--- config.mk ---
export PLATFORM = sky130hd
export DESIGN_NAME = mem_wait_gen
export DESIGN_NICKNAME = d
export VERILOG_FILES = /design/src/rtl/mwg_pkg.sv /design/src/rtl/mwg_decode.sv /design/src/rtl/mwg_waitreg.sv /design/src/rtl/mwg_counter.sv /design/src/rtl/mem_wait_gen.sv
export SDC_FILE = /design/constraint.sdc
export NUM_CORES = 1
export LEC_CHECK = 0
export ABC_AREA = 1
export CAP_MARGIN = 40
export CORE_MARGIN = 4
export CORE_UTILIZATION = 56
export CTS_BUF_LIST = sky130_fd_sc_hd__clkbuf_2
export DETAILED_ROUTE_END_ITERATION = 8
export GPL_TIMING_DRIVEN = 0
export PLACE_DENSITY_LB_ADDON = 0.15
export SETUP_SLACK_MARGIN = 0.2
export SLEW_MARGIN = 25
export SYNTH_ARGS = -nofsm -noshare
export SYNTH_HDL_FRONTEND = slang
export SYNTH_HIERARCHICAL = 1
export SYNTH_SLANG_ARGS = --single-unit
--- constraint.sdc ---
create_clock -name clk -period 3.4 [get_ports clk]
set_input_delay 0.68 -clock clk [delete_from_list [all_inputs] [get_ports clk]]
set_output_delay 0.68 -clock clk [all_outputs]
set_load 0.03 [all_outputs]
--- src/rtl/mwg_pkg.sv ---
package mwg_pkg;

  // Which timing class an address belongs to.
  typedef enum logic [1:0] {
    RGN_FLASH = 2'd0,
    RGN_MEM   = 2'd1,
    RGN_CTRL  = 2'd2
  } region_e;

endpackage

--- src/rtl/mwg_decode.sv ---
module mwg_decode #(
  parameter int unsigned           ADDR_W    = 24,
  parameter logic [ADDR_W-1:0]     FLASH_TOP = 24'h400000,
  parameter logic [ADDR_W-1:0]     CTRL_ADDR = 24'hE00005
) (
  input  logic [ADDR_W-1:0] addr_i,
  output mwg_pkg::region_e  region_o
);

  // The control address takes precedence over the range checks.
  always_comb begin
    if (addr_i == CTRL_ADDR) begin
      region_o = mwg_pkg::RGN_CTRL;
    end else if (addr_i < FLASH_TOP) begin
      region_o = mwg_pkg::RGN_FLASH;
    end else begin
      region_o = mwg_pkg::RGN_MEM;
    end
  end

endmodule

--- src/rtl/mwg_waitreg.sv ---
module mwg_waitreg #(
  parameter int unsigned       DATA_W    = 8,
  parameter logic [DATA_W-1:0] RESET_VAL = 8'h04
) (
  input  logic              clk,
  input  logic              rst,
  input  logic              wr_en,
  input  logic [DATA_W-1:0] wr_data,
  output logic [DATA_W-1:0] value_o
);

  always_ff @(posedge clk) begin
    if (rst) begin
      value_o <= RESET_VAL;
    end else if (wr_en) begin
      value_o <= wr_data;
    end
  end

  AST_REG_RESET: assert property (@(posedge clk) disable iff (rst)
    $fell(rst) |-> value_o == RESET_VAL);

  AST_REG_HOLD: assert property (@(posedge clk) disable iff (rst)
    !wr_en |=> $stable(value_o));

endmodule

--- src/rtl/mwg_counter.sv ---
module mwg_counter #(
  parameter int unsigned CNT_W = 9
) (
  input  logic             clk,
  input  logic             rst,
  input  logic             start,
  input  logic [CNT_W-1:0] load,
  output logic             busy,
  output logic             ready_o
);

  logic [CNT_W-1:0] remain_q;

  // A load of zero completes at once. Otherwise the counter runs down
  // to zero while ready stays low, then ready pulses for one cycle.
  always_ff @(posedge clk) begin
    if (rst) begin
      busy     <= 1'b0;
      remain_q <= '0;
      ready_o  <= 1'b0;
    end else if (start) begin
      if (load == '0) begin
        busy    <= 1'b0;
        ready_o <= 1'b1;
      end else begin
        busy     <= 1'b1;
        remain_q <= load - CNT_W'(1);
        ready_o  <= 1'b0;
      end
    end else if (busy) begin
      if (remain_q == '0) begin
        busy    <= 1'b0;
        ready_o <= 1'b1;
      end else begin
        remain_q <= remain_q - CNT_W'(1);
        ready_o  <= 1'b0;
      end
    end else begin
      ready_o <= 1'b0;
    end
  end

  AST_START_WHEN_IDLE: assert property (@(posedge clk) disable iff (rst)
    start |-> !busy);

  AST_LOAD_LATCH: assert property (@(posedge clk) disable iff (rst)
    (start && load != '0) |=> busy && remain_q == $past(load) - CNT_W'(1));

  AST_LOW_WHILE_BUSY: assert property (@(posedge clk) disable iff (rst)
    busy |-> !ready_o);

  AST_COUNT_STEP: assert property (@(posedge clk) disable iff (rst)
    (busy && remain_q != '0) |=> busy && remain_q == $past(remain_q) - CNT_W'(1));

  AST_FINISH_PULSE: assert property (@(posedge clk) disable iff (rst)
    (busy && remain_q == '0) |=> !busy && ready_o);

  AST_IDLE_QUIET: assert property (@(posedge clk) disable iff (rst)
    (!busy && !start) |=> !ready_o);

endmodule

--- src/rtl/mem_wait_gen.sv ---
module mem_wait_gen #(
  parameter int unsigned       ADDR_W        = 24,
  parameter int unsigned       DATA_W        = 8,
  parameter logic [ADDR_W-1:0] FLASH_TOP     = 24'h400000,
  parameter logic [ADDR_W-1:0] CTRL_ADDR     = 24'hE00005,
  parameter int unsigned       FLASH_BASE_WS = 5,
  parameter int unsigned       MEM_RD_WS     = 3,
  parameter int unsigned       MEM_WR_WS     = 1,
  parameter logic [DATA_W-1:0] REG_RESET     = 8'h04
) (
  input  logic              clk,
  input  logic              rst,
  input  logic              req_i,
  input  logic [ADDR_W-1:0] addr_i,
  input  logic              we_i,
  input  logic [DATA_W-1:0] wdata_i,
  output logic              ready_o,
  output logic [DATA_W-1:0] rdata_o
);

  // Wide enough for base + the largest register value.
  localparam int unsigned CNT_W = $clog2(FLASH_BASE_WS + (1 << DATA_W));

  mwg_pkg::region_e  region;
  logic              busy;
  logic              accept;
  logic              reg_wr;
  logic [DATA_W-1:0] reg_q;
  logic [CNT_W-1:0]  wait_cnt;

  assign accept = req_i && !busy;
  assign reg_wr = accept && we_i && (region == mwg_pkg::RGN_CTRL);

  mwg_decode #(
    .ADDR_W   (ADDR_W),
    .FLASH_TOP(FLASH_TOP),
    .CTRL_ADDR(CTRL_ADDR)
  ) u_decode (
    .addr_i  (addr_i),
    .region_o(region)
  );

  mwg_waitreg #(
    .DATA_W   (DATA_W),
    .RESET_VAL(REG_RESET)
  ) u_waitreg (
    .clk    (clk),
    .rst    (rst),
    .wr_en  (reg_wr),
    .wr_data(wdata_i),
    .value_o(reg_q)
  );

  // Wait count by region; flash reads and writes share one timing.
  always_comb begin
    unique case (region)
      mwg_pkg::RGN_FLASH: wait_cnt = CNT_W'(FLASH_BASE_WS) + CNT_W'(reg_q);
      mwg_pkg::RGN_MEM:   wait_cnt = we_i ? CNT_W'(MEM_WR_WS) : CNT_W'(MEM_RD_WS);
      default:            wait_cnt = '0;
    endcase
  end

  mwg_counter #(
    .CNT_W(CNT_W)
  ) u_counter (
    .clk    (clk),
    .rst    (rst),
    .start  (accept),
    .load   (wait_cnt),
    .busy   (busy),
    .ready_o(ready_o)
  );

  // Register read data is captured at acceptance, so it lines up with
  // the zero-wait ready pulse.
  always_ff @(posedge clk) begin
    if (rst) begin
      rdata_o <= '0;
    end else if (accept && !we_i && region == mwg_pkg::RGN_CTRL) begin
      rdata_o <= reg_q;
    end
  end

  AST_CTRL_ZERO_WAIT: assert property (@(posedge clk) disable iff (rst)
    (accept && region == mwg_pkg::RGN_CTRL) |=> ready_o);

  AST_MEM_NOT_IMMEDIATE: assert property (@(posedge clk) disable iff (rst)
    (accept && region != mwg_pkg::RGN_CTRL) |=> !ready_o && busy);

  AST_READBACK: assert property (@(posedge clk) disable iff (rst)
    (accept && !we_i && region == mwg_pkg::RGN_CTRL) |=> rdata_o == $past(reg_q));

endmodule

Yosys cells after proc, flatten, opt, wreduce, memory -nomap -nowiden

Index checks and enable logic that the tools add are counted.
W data, S select, Z words.

Add/sub/neg operators: 3
$lt $le $gt $ge: 1
Equality and inequality tests: 5
Multiplexer cells: 16
Reduce and logical (&&, ||, !) cells: 12

Operator list:

| operator               | number |
|---|---|
| $mux W9                | 4 |
| $eq A24 B24 Y1 const B | 1 |
| $lt A24 B23 Y1 const B | 1 |
| $logic_not A9 Y1       | 2 |
| $pmux W9 S2            | 1 |
| $sub A9 B1 Y9 const B  | 2 |
| $add A3 B8 Y9 const A  | 1 |
| $mux W1                | 9 |
| $logic_and A1 B1 Y1    | 5 |
| $mux W2                | 2 |
| $ne A2 B2 Y1 const B   | 2 |
| $reduce_and A3 Y1      | 1 |
| $eq A2 B1 Y1 const B   | 1 |
| $eq A2 B2 Y1 const B   | 1 |
| $logic_not A1 Y1       | 2 |
| $logic_not A2 Y1       | 1 |
| $reduce_bool A2 Y1     | 1 |

Bits in registers: 27
Input port bits: 36
Output and inout port bits: 9
Word-level logic and storage cells: 42

Longest topological paths before layout

Depth after elaboration: 8
Mapped depth: 22
Mapped depth without buffers: 22

Hierarchy

Netlist, hierarchy kept.

By module, submodules not included:

| module       | times used | cells each | area each (um2) | sequential area each (um2) |
|---|---|---|---|---|
| mwg_counter  | 1          | 161        | 963.4           | 220.2 |
| mem_wait_gen | 1          | 99         | 561.8           | 160.2 |
| mwg_waitreg  | 1          | 50         | 339.1           | 160.2 |
| mwg_decode   | 1          | 30         | 118.9           | 0.0 |

Worst setup path after synthesis

Ideal clock, no wire load.

Path kind: input port to flip-flop
Start: in addr_i[15]
End: reg u_counter.remain_q[0]
Setup time: 0.116 ns
Arrival: 2.223 ns
Required time: 3.284 ns
Path slack: 1.062 ns
Stages: 21
Path buffers: 1
Path through: nor2_1 > nand2_1 > nor2_1 > nand3_1 > nand2_1 > inv_1 > inv_1 > nand2_1 > inv_2 > o21ai_1 > a21oi_1 > inv_1 > nand2_1 > nor2_1 > nand2_1 > nand2_1 > nand2_1 > buf_6 > clkinv_2 > nor2_1 > nor2_1

Cells in the longest elaborated chain, start to end: 8
Elaborated cells between the ends (all ways): 13
Those cells by class: add/sub (1); order compare (1); eq/ne (3); mux (5); reduce/logical (3)

RTL lines:

| item                                                    | line               | RTL |
|---|---|---|
| start: declaration                                      | mem_wait_gen.sv:14 | `input logic [ADDR_W-1:0] addr_i,` |
| $lt A24 B23 Y1                                          | mwg_decode.sv:14   | `end else if (addr_i < FLASH_TOP) begin` |
| $mux W1                                                 | mwg_decode.sv:14   |  |
| $mux W2 *                                               | mwg_decode.sv:12   | `if (addr_i == CTRL_ADDR) begin` |
| via region[0]                                           | mem_wait_gen.sv:24 | `mwg_pkg::region_e region;` |
| $eq A2 B1 Y1 / $logic_not A2 Y1 (equally long branches) | mem_wait_gen.sv:56 | `unique case (region)` |
| $pmux W9 S2 *                                           | mem_wait_gen.sv:56 |  |
| via wait_cnt[3]                                         | mem_wait_gen.sv:29 | `logic [CNT_W-1:0] wait_cnt;` |
| $logic_not A9 Y1 *                                      | mwg_counter.sv:22  | `if (load == '0) begin` |
| $ne A2 B2 Y1 (no source line) *                         | --                 |  |
| $reduce_and A3 Y1 (no source line) *                    | --                 |  |
| end signal: assignment                                  | mwg_counter.sv:27  | `remain_q <= load - CNT_W'(1);` |
| end signal: assignment                                  | mwg_counter.sv:35  | `remain_q <= remain_q - CNT_W'(1);` |
| end: declaration                                        | mwg_counter.sv:12  | `logic [CNT_W-1:0] remain_q;` |

Mark *: on every way through the listed nets, which the timed path passes. The rest lies on a longest branch. The select of a mux whose other input is x is not followed.
A chain may end at the register's enable or synchronous reset.

Worst setup path after layout

Start: in addr_i[23]
End: reg u_counter.remain_q[1]

The elaborated chain is that of the path after synthesis.

==> flow_metrics.tcl <==
set metrics [dict create \
    start_util_pct 58.5 \
    seq_area_sq_um 541 \
    intPower_mw 0.475 \
    synthTopCellsByCount "95 x nand2_1, 75 x nor2_1, 53 x inv_1" \
    area_growth_pct 26.3 \
    outcome "complete, no violations" \
    drt-wirelength-per-cell_um 9.53 \
    cp-start-kind "primary input" \
    syn_avg_cell_area_sq_um 5.83 \
    peakVddDrop_uv 143 \
    rsz0062_at_grt "no" \
    viasPerCell 4.64 \
    grt_usage_pct 20.1 \
    fillers 278 \
    pwr-share-seq_pct 47.0 \
    die_w_um 67.5 \
    design_area_sq_um 2500 \
    die_h_um 67.5 \
    synth_area_leader_cell "dfxtp_1" \
    path_buf_inv 7 \
    hold_class "reg2reg" \
    rows 21 \
    seq_area_frac_synth_pct 27.3 \
    synth_simple_gate_area_share_pct 50.9 \
    setup_violations 0 \
    synth_cells 340 \
    cts_num_sinks 27 \
    nets 427 \
    arrival_ns 2.95 \
    clk_pin_slew_ns 0.28 \
    path_max_fanout 10 \
    num_vias 2012 \
    cp_slowest_stage_delay_ns 0.47 \
    synth_edf_count 0 \
    synth_fa_ha_area_share_pct 1.26 \
    synth_compound_area_share_pct 5.68 \
    synthMuxAreaShare_pct 0 \
    tightest_slew_ns 0.306 \
    slew_headroom_pct 79.5 \
    port_buffers 44 \
    synthXorXnorAreaFrac_pct 0 \
    pwr-share-comb_pct 34.5 \
    dpl-instance-area_sq_um 2480 \
    drc_errors 0 \
    coreArea_sq_um 3390 \
    htree_levels 1 \
    synth_cell_types 26 \
    fin_crit_sh_pct 77.2 \
    crit_slowest_cell "clkdlybuf4s50_1" \
    final_hold_viol_count 0 \
    synthFlopType "dfxtp_1" \
    dp_cells 430 \
    leakage_nw 1.24 \
    slew_viol_final 0 \
    async_flop_share_pct 0 \
    instances_no_fill 434 \
    place_congestion 0.876 \
    cp_top_family "simple AND/OR/NAND/NOR gates" \
    antenna_found_initial 0 \
    drtIter0Drc 69 \
    power_mw 0.734 \
    worst_slack_ns 0.777 \
    clock_path_buffers 2 \
    grt_pass1_vias 1806 \
    tns_ns 0 \
    cts_hold_buf 0 \
    cts_made_buffers 3 \
    cap_violations 0 \
    die-area_sq_um 4560 \
    path_common_cell "nand2_1" \
    cts_tree "yes" \
    crit_required_ns 3.73 \
    fmax_ghz 0.381 \
    yosys-top-cells-area "dfxtp_1 27%, nand2_1 18%, nor2_1 14%" \
    min_period_ns 2.62 \
    post-cts-setup-buffers 0 \
    synth_top_family_by_area "simple AND/OR/NAND/NOR gates" \
    p_switching_mw 0.260 \
    worst_skew_pair.late_latency_ns 0.38 \
    first_pass_iters 4 \
    grt_first_pass_wirelength_mm 7.11 \
    multi_input_area_sq_um 1150 \
    syn_nets 378 \
    yosysMostFrequentCell "nand2_1" \
    io_pins 45 \
    drive_gt1_share_pct 13.7 \
    antenna_cells 0 \
    power_density_nw_per_um2 293 \
    root_buffer "clkbuf_2" \
    final_util_pct 73.9 \
    timing.hold.ws_ns 0.503 \
    grt_overflow 0 \
    swShare_pct 35.4 \
    yosysWarnings 6 \
    clkPwrFrac_pct 18.5 \
    dp_hpwl_mm 3.47 \
    cts_resized 0 \
    cp_cell_sequence "clkdlybuf4s50_1, nand2_1, inv_1, nand2_1, nor2_1, nand3_1, nand2_1, inv_1, inv_1, nand2_1, nor3_1, inv_1, nand2_1, nor2_1, nand2_1, nand2_1, nand2_1, buf_6, clkinv_2, nor2_1, nor2_1" \
    clock_skew_ns 0.0145 \
    pre_cts_slack_ns 0.336 \
    cp-end-kind "flip-flop" \
    criticalPathCategory "in2reg" \
    synth-seq-cells 27 \
    totalWireLength_mm 4.14 \
    mappedNetlistArea_sq_um 1980 \
    synth.top_cell.area_share_pct 27.3 \
    ant_nets 0 \
    grt_max_degree 18 \
]
-- power by group through the flow --
| stage | clock network [mW] | registers, mW | logic [mW] |
|---|---|---|---|
| final | 0.136 | 0.345 | 0.253 |
| after global routing | 0.152 | 0.348 | 0.284 |
| after CTS | 0.142 | 0.346 | 0.252 |
| after detailed placement | 0 | 0.351 | 0.252 |
| after global placement | 0 | 0.351 | 0.245 |
| after floorplan | 0 | 0.348 | 0.180 |
-- flip-flops by register name (all words and copies together), names as in the netlist --
register and count:
rdata_o 8, u_counter/remain_q 9, u_counter/busy 1, u_waitreg/value_o 8
u_counter/ready_o 1
-- final cells by class --
class / instances / share of cell area [%]
clock inverters: 1 / 0.350
clock buffers: 3 / 0.599
plain buffers: 6 / 2.45
inverters: 62 / 9.34
repair buffers: 44 / 17.6
flip-flops and latches: 27 / 21.6
multi-input cells: 245 / 45.8
well taps: 46 / 2.30
-- worst min-delay path: stages (launching register included) --
cell	delay [ns]
dfxtp_1	0.37
nor2_1	0.09
nor2_1	0.05
-- metal layers --
metal / track usage [%] / wire length (um)
met1: 24.4 / 2010
met2: 36.2 / 1880
met3: 3.00 / 220
met4: 5.82 / 36
met5: 0 / 0
-- path summary, 6_finish.rpt --
kind,to,start,cells past startpoint,slack (ns)
max,u_counter/remain_q[1],addr_i[23],21,0.78
min,rdata_o[0],rdata_o[0],2,0.50
max reg2reg,u_counter/remain_q[1],u_waitreg/value_o[0],14,1.35
min reg2reg,rdata_o[0],rdata_o[0],2,0.50
-- kinds of logic (layout without fill, tap and decap cells) --
| kind of cell | Yosys count | after routing |
|---|---|---|
| buffers and inverters | 68 | 116 |
| adder cells (fa/ha/maj) | 2 | 2 |
| flip-flops | 27 | 27 |
| AND/OR/NAND/NOR | 226 | 226 |
| AO/OA/AOI/OAI | 17 | 17 |
-- placed cells by master (no fill, tap or decap), drive strengths merged --
| cell | count |
|---|---|
| inv | 62 |
| clkdlybuf4s50 | 44 |
| nand3b | 1 |
| nor2 | 84 |
| buf | 6 |
| o21ai | 9 |
| a21oi | 6 |
| or2 | 1 |
| ha | 2 |
| o21a | 1 |
| o21bai | 1 |
| clkbuf | 3 |
| nand2 | 113 |
| nand3 | 23 |
| clkinv | 1 |
| dfxtp | 27 |
| nor3 | 4 |
Power figures use the tool's default switching activity.
